**src/rtl/adc_cap_pkg.sv**
```systemverilog
package adc_cap_pkg;

    localparam int FRAME_BITS = 16;
    localparam int DATA_BITS  = 12;
    localparam int LEAD_BITS  = 3;
    // bits kept from a frame: everything except the trailing bit
    localparam int KEEP_BITS  = FRAME_BITS - 1;

    typedef enum logic [2:0] {
        ST_OFF,
        ST_SETTLE,
        ST_IDLE,
        ST_SETUP,
        ST_LOW,
        ST_HIGH,
        ST_GAP
    } cap_state_t;

endpackage

```
**src/rtl/adc_phase_timer.sv**
```systemverilog
module adc_phase_timer #(
    parameter int HALF_DIV = 4
) (
    input  logic clk,
    input  logic rst,
    input  logic run,
    input  logic long_phase,
    output logic tick
);
    localparam int HW = (2 * HALF_DIV > 1) ? $clog2(2 * HALF_DIV) : 1;
    localparam logic [HW-1:0] LIM_SHORT = HW'(HALF_DIV - 1);
    localparam logic [HW-1:0] LIM_LONG  = HW'(2 * HALF_DIV - 1);

    logic [HW-1:0] hcnt;

    assign tick = run && (hcnt == (long_phase ? LIM_LONG : LIM_SHORT));

    always_ff @(posedge clk) begin
        if (rst || !run || tick) begin
            hcnt <= '0;
        end else begin
            hcnt <= hcnt + 1'b1;
        end
    end

endmodule

```
**src/rtl/adc_frame_shifter.sv**
```systemverilog
module adc_frame_shifter
    import adc_cap_pkg::*;
(
    input  logic                 clk,
    input  logic                 rst,
    input  logic                 sample_en,
    input  logic                 sdata_in,
    output logic [DATA_BITS-1:0] result,
    output logic                 lead_bad
);
    // Holds frame bits 15..1; the trailing bit is never shifted in.
    logic [KEEP_BITS-1:0] sh;

    always_ff @(posedge clk) begin
        if (rst) begin
            sh <= '0;
        end else if (sample_en) begin
            sh <= {sh[KEEP_BITS-2:0], sdata_in};
        end
    end

    assign result   = sh[DATA_BITS-1:0];
    assign lead_bad = |sh[KEEP_BITS-1:DATA_BITS];

endmodule

```
**src/rtl/adc_frame_capture.sv**
```systemverilog
module adc_frame_capture
    import adc_cap_pkg::*;
#(
    parameter int HALF_DIV    = 4,
    parameter int SETTLE_CYC  = 16,
    parameter int MAX_SAMPLES = 64,
    localparam int CNT_W  = $clog2(MAX_SAMPLES + 1) + 1,
    localparam int ADDR_W = (MAX_SAMPLES > 1) ? $clog2(MAX_SAMPLES) : 1
) (
    input  logic                 clk,
    input  logic                 rst,
    input  logic                 enable,
    input  logic                 start,
    input  logic [CNT_W-1:0]     count,
    output logic                 busy,
    output logic                 done,
    output logic                 ready,
    output logic                 req_err,
    output logic                 frame_err,
    output logic                 wr_en,
    output logic [ADDR_W-1:0]    wr_addr,
    output logic [DATA_BITS-1:0] wr_data,
    output logic                 cs_n,
    output logic                 sclk,
    input  logic                 sdata
);
    localparam int BW = $clog2(FRAME_BITS);
    localparam int SW = $clog2(SETTLE_CYC + 1);
    localparam logic [BW-1:0]    LAST_BIT    = BW'(FRAME_BITS - 1);
    localparam logic [SW-1:0]    SETTLE_LAST = SW'(SETTLE_CYC - 1);
    localparam logic [CNT_W-1:0] CNT_MAX     = CNT_W'(MAX_SAMPLES);
    localparam logic [CNT_W-1:0] CNT_ONE     = CNT_W'(1);

    cap_state_t state, state_nx;

    logic [BW-1:0]        bit_cnt;
    logic [SW-1:0]        settle_cnt;
    logic [CNT_W-1:0]     left;
    logic [ADDR_W-1:0]    addr;
    logic                 dummy;
    logic                 tick;
    logic                 run;
    logic                 start_ok;
    logic [DATA_BITS-1:0] sh_result;
    logic                 sh_lead_bad;

    assign start_ok = start && (count != '0) && (count <= CNT_MAX);
    assign run      = state inside {ST_SETUP, ST_LOW, ST_HIGH, ST_GAP};

    adc_phase_timer #(.HALF_DIV(HALF_DIV)) u_timer (
        .clk        (clk),
        .rst        (rst),
        .run        (run),
        .long_phase (state == ST_GAP),
        .tick       (tick)
    );

    // capture only on LOW->HIGH, and never the trailing bit
    adc_frame_shifter u_shift (
        .clk       (clk),
        .rst       (rst),
        .sample_en (state == ST_LOW && tick && bit_cnt != LAST_BIT),
        .sdata_in  (sdata),
        .result    (sh_result),
        .lead_bad  (sh_lead_bad)
    );

    // next-state logic
    always_comb begin
        state_nx = state;
        unique case (state)
            ST_OFF:    if (enable) state_nx = ST_SETTLE;
            ST_SETTLE: if (settle_cnt == SETTLE_LAST) state_nx = ST_SETUP;
            ST_IDLE:   if (start_ok) state_nx = ST_SETUP;
            ST_SETUP:  if (tick) state_nx = ST_LOW;
            ST_LOW:    if (tick) state_nx = ST_HIGH;
            ST_HIGH:   if (tick) state_nx = (bit_cnt == LAST_BIT) ? ST_GAP : ST_LOW;
            ST_GAP:    if (tick) state_nx = (dummy || left == CNT_ONE) ? ST_IDLE : ST_SETUP;
            default:   state_nx = ST_OFF;
        endcase
        if (!enable) state_nx = ST_OFF;
    end

    // state register
    always_ff @(posedge clk) begin
        if (rst) state <= ST_OFF;
        else     state <= state_nx;
    end

    // datapath and flag registers
    always_ff @(posedge clk) begin
        if (rst) begin
            bit_cnt    <= '0;
            settle_cnt <= '0;
            left       <= '0;
            addr       <= '0;
            dummy      <= 1'b0;
            ready      <= 1'b0;
            wr_en      <= 1'b0;
            wr_addr    <= '0;
            wr_data    <= '0;
            done       <= 1'b0;
            req_err    <= 1'b0;
            frame_err  <= 1'b0;
        end else if (!enable) begin
            bit_cnt    <= '0;
            settle_cnt <= '0;
            dummy      <= 1'b0;
            ready      <= 1'b0;
            wr_en      <= 1'b0;
            done       <= 1'b0;
            req_err    <= 1'b0;
        end else begin
            wr_en   <= 1'b0;
            done    <= 1'b0;
            req_err <= 1'b0;
            unique case (state)
                ST_OFF: begin
                    settle_cnt <= '0;
                    dummy      <= 1'b1;
                    bit_cnt    <= '0;
                end
                ST_SETTLE: settle_cnt <= settle_cnt + 1'b1;
                ST_IDLE: begin
                    if (start) begin
                        if (start_ok) begin
                            left    <= count;
                            addr    <= '0;
                            bit_cnt <= '0;
                        end else begin
                            req_err <= 1'b1;
                        end
                    end
                end
                ST_SETUP, ST_LOW: ;
                ST_HIGH: begin
                    if (tick) begin
                        if (bit_cnt == LAST_BIT) begin
                            bit_cnt <= '0;
                            if (!dummy) begin
                                wr_en     <= 1'b1;
                                wr_addr   <= addr;
                                wr_data   <= sh_result;
                                addr      <= addr + 1'b1;
                                frame_err <= frame_err | sh_lead_bad;
                            end
                        end else begin
                            bit_cnt <= bit_cnt + 1'b1;
                        end
                    end
                end
                ST_GAP: begin
                    if (tick) begin
                        if (dummy) begin
                            dummy <= 1'b0;
                            ready <= 1'b1;
                        end else begin
                            left <= left - 1'b1;
                            if (left == CNT_ONE) done <= 1'b1;
                        end
                    end
                end
                default: ;
            endcase
        end
    end

    // pin and status outputs
    always_comb begin
        cs_n = 1'b1;
        sclk = 1'b1;
        busy = 1'b0;
        unique case (state)
            ST_SETUP, ST_HIGH: cs_n = 1'b0;
            ST_LOW: begin
                cs_n = 1'b0;
                sclk = 1'b0;
            end
            default: ;
        endcase
        if (run && !dummy) busy = 1'b1;
    end

    AST_SCLK_IDLE_WITH_CS: assert property (@(posedge clk) disable iff (rst)
        cs_n |-> sclk);
    AST_FERR_STICKY: assert property (@(posedge clk) disable iff (rst)
        frame_err |=> frame_err);
    AST_BUSY_AFTER_READY: assert property (@(posedge clk) disable iff (rst)
        busy |-> ready);
    AST_WRITE_IN_CAPTURE: assert property (@(posedge clk) disable iff (rst)
        wr_en |-> (busy && cs_n));
    AST_REJECT_QUIET: assert property (@(posedge clk) disable iff (rst)
        req_err |-> (cs_n && !busy));
    AST_DONE_SINGLE: assert property (@(posedge clk) disable iff (rst)
        done |=> !done);
    AST_DONE_ENDS_BUSY: assert property (@(posedge clk) disable iff (rst)
        done |-> (!busy && $past(busy)));
    AST_BUSY_START_NO_REJECT: assert property (@(posedge clk) disable iff (rst)
        (busy && start) |=> !req_err);
    AST_DISABLE_TO_OFF: assert property (@(posedge clk) disable iff (rst)
        !enable |=> (cs_n && sclk && !ready));

endmodule

```
**config.mk**
```make
export PLATFORM = sky130hd
export DESIGN_NAME = adc_frame_capture
export DESIGN_NICKNAME = d
export VERILOG_FILES = /design/src/rtl/adc_cap_pkg.sv /design/src/rtl/adc_phase_timer.sv /design/src/rtl/adc_frame_shifter.sv /design/src/rtl/adc_frame_capture.sv
export SDC_FILE = /design/constraint.sdc
export NUM_CORES = 1
export LEC_CHECK = 0
export BUFFER_PORTS_ARGS = -buffer_cell sky130_fd_sc_hd__buf_2
export CORE_ASPECT_RATIO = 1.4
export CORE_MARGIN = 2
export CORE_UTILIZATION = 42
export DETAILED_ROUTE_END_ITERATION = 6
export PLACE_DENSITY = 0.66
export SLEW_MARGIN = 30
export SYNTH_ARGS = -nofsm -noshare
export SYNTH_HDL_FRONTEND = slang
export SYNTH_SLANG_ARGS = --single-unit
```
**constraint.sdc**
```tcl
create_clock -name clk -period 2.25 [get_ports clk]
set_input_delay 0.225 -clock clk [delete_from_list [all_inputs] [get_ports clk]]
set_output_delay 0.225 -clock clk [all_outputs]
set_load 0.005 [all_outputs]
```
==> metrics.yaml <==
power:
  leakagePower_nw: 1.497
  p_clk_share_pct: 40.6
  seqPwrFrac_pct: 56.3
  p_total_mw: 2.154
  ir_drop_uv: 443.3
  p_int_mw: 1.625
  power_density_nw_per_um2: 594.1
  p_sw_share_pct: 24.56
  power.switching_uw: 529.1
  power_frac_comb_pct: 3.1
run_status:
  status: "finished, final reports clean"
timing:
  slew_violations: 0
  clock.fmax_mhz: 490.0
  tightest_slew_ns: 0.5114
  period_needed_ns: 2.041
  grt_setup_unrepaired: "false"
  max_slew_margin_pct: 65.83
  tns_ns: 0
  hold_slack_ns: 0.1200
  final-hold-violation-count: 0
  final.period_utilization_pct: 90.70
  skew_ns: 0.004264
  setup_viol: 0
clock_tree:
  clockBufferDepth: 2
  clk_latency_ns: 0.35
  cts_setup_buffers: 0
  cts_tree: "yes"
  clk_pin_slew_ns: 0.07
  numCtsBuffers: 9
  cts_hold_buf: 0
  cts_root_buf: "clkbuf_8"
  clkSinkCount: 68
  cts.htree.levels: 3
  ctsResizeCount: 0
die:
  dieArea_um2: 8336
  rows: 37
  dieHeight_um: 107.2
  initial_core_util_pct: 43.43
  fp.dieW_um: 77.74
  coreArea_um2: 7361
  io_pins: 39
place:
  dpl.hpwl_um: 4829
  place_area_um2: 3456
  gp_congestion: 0.8302
  place_inst: 498
  io_buffers: 38
yosys:
  seq_area_frac_synth_pct: 42.58
  synthMostInstantiatedCell: "dfxtp_1"
  ys_ff_latch: 68
  synthTopCellsByCount: "dfxtp_1, nand2_1, a21oi_1"
  synthTopCellsByArea: "dfxtp_1, nand2_1, a21oi_1"
  synth_warnings: 0
  synth_top_area_cell: "dfxtp_1"
  yosys.area.top_type_share_pct: 42.58
  synth_cell_type_count: 54
  async_reset_ff_share_pct: 0
  syn_area_um2: 3197
  synth.avg_cell_area_um2: 8.457
  synth_nets: 398
  syn_inst: 378
  synth_ff_type: "dfxtp_1"
  synth_edf_count: 0
setup_path:
  crit_fanout: 21
  reg2reg_depth: 7
  path_class: "reg -> out"
  reg2reg_to: "wr_data[2]$_SDFFE_PP0P_"
  rr_startpoint: "bit_cnt[0]$_SDFFE_PP0P_"
  start_kind: "flip-flop"
  cp-end-kind: "primary output"
  reg2reg_slack_ns: 0.27
  worstPathArrival_ns: 1.82
  critPathRequiredTime_ns: 2.03
drt:
  drt_iter0_drc: 179
  ant_nets: 0
  wl_per_cell_um: 13.39
  firstDrtPassIters: 4
  viasPerCell: 5.344
  drt_wl_total_um: 6884
  vias: 2747
  drc_errors: 0
worst_hold_path:
  hold_start: "sdata"
  hold_depth: 3
  min_path_type: "in -> reg"
  worst_hold_path.endpoint: "u_shift.sh[0]$_SDFFE_PP0P_"
job:
  cap_violations: 0
layout:
  instances_no_fill: 514
  diodes: 0
  design_area_um2: 3626
  nets: 432
  drive_gt1_share_pct: 17.75
  area_delta_synth_final_pct: 13.42
global_routing:
  grt_pass1_wl_um: 11910
  grt_max_degree: 49
  overflow: 0
  grt_usage_pct: 17.99
  grt_pass1_vias: 2573
  antenna_found_initial: 0
==> flip-flops by register name (all words and copies together) (netlist names), 3 cells and up <==
name          flops
addr              6
bit_cnt           4
left              8
settle_cnt        5
state             3
u_shift.sh       15
u_timer.hcnt      3
wr_addr           6
wr_data          12
==> worst max-delay path by stage <==
stage / cells after the start / to / startpoint / slack (ns)
2_1_floorplan: 7 / state[0]$_SDFFE_PP0P_ / settle_cnt[0]$_SDFFE_PP0P_ / 0.59
3_3_place_gp: 7 / wr_data[11]$_SDFFE_PP0P_ / bit_cnt[0]$_SDFFE_PP0P_ / 0.34
3_5_place_dp: 7 / wr_data[2]$_SDFFE_PP0P_ / bit_cnt[0]$_SDFFE_PP0P_ / 0.29
4_1_cts: 5 / busy / state[0]$_SDFFE_PP0P_ / 0.12
5_1_grt: 5 / busy / state[2]$_SDFFE_PP0P_ / 0.01
6_report: 5 / busy / state[2]$_SDFFE_PP0P_ / 0.21
==> logic make-up (layout without fill, tap and decap cells) <==
logic type / after synthesis / in the layout / share of synthesized area [%]
buffers and inverters: 33 / 72 / 4.814
AO/OA/AOI/OAI: 89 / 89 / 18.67
XOR/XNOR: 4 / 4 / 1.096
multiplexers: 19 / 19 / 5.988
AND/OR/NAND/NOR: 158 / 158 / 24.11
adder cells (fa/ha/maj): 7 / 7 / 2.740
flip-flops: 68 / 68 / 42.58
==> power groups by stage <==
stage | sequential (mW) | clock (mW) | combinational [mW]
6_report | 1.21 | 0.874 | 0.0676
5_1_grt | 1.21 | 0.959 | 0.0745
4_1_cts | 1.21 | 0.897 | 0.0679
3_5_place_dp | 1.24 | 0 | 0.0676
3_3_place_gp | 1.24 | 0 | 0.0672
2_1_floorplan | 1.23 | 0 | 0.0459
==> layer usage <==
metal  track usage (%)  part of all wire, %  routed length [um]
met4             8.929                  2.4                 167
met2             29.13                   48                3333
met3             5.640                  3.8                 262
met5                 0                    0                   0
met1             21.35                   45                3120
==> layout by cell type, fill, tap and decap left out, types with 2 or more instances in the layout <==
cell type,n
a211o_1,2
a211oi_1,3
a21o_1,5
a21oi_1,42
a22oi_1,3
a311oi_1,5
and2_1,2
and3_1,6
and3b_1,2
buf_2,38
buf_4,9
clkbuf_8,9
clkinv_2,2
clkinvlp_4,3
dfxtp_1,67
ha_1,7
inv_1,9
mux2i_1,18
nand2_1,61
nand2b_1,7
nand3_1,10
nand3b_1,3
nand4_1,2
nor2_1,40
nor2b_1,2
nor3_1,7
nor3b_1,2
nor4_1,4
o21ai_0,13
o21ai_1,2
or2_2,2
or3_1,2
xnor2_1,3
==> through the flow <==
stage	util [%]	worst slack (ns)
floorplan	-	0.5890
global route	49.26	0.01276
global placement	46.95	0.3417
CTS	49.24	0.1193
finish	49.26	0.2092
detailed placement	46.95	0.2855
==> critical path: stages, from the launching register on <==
cell and delay, ns:
dfxtp_1 0.64, nand3b_2 0.17, buf_4 0.25, and2_1 0.19
nor2_1 0.09, buf_2 0.13
==> layout make-up <==
type | instances | area (um^2)
flip-flops and latches | 68 | 1363
clock buffers | 10 | 127.6
fillers | 744 | 3735
well taps | 97 | 121.4
clock inverters | 6 | 41.29
repair buffers | 47 | 257.7
multi-input cells | 277 | 1682
inverters | 9 | 33.78
No activity file was read; power rests on OpenSTA's default activity.
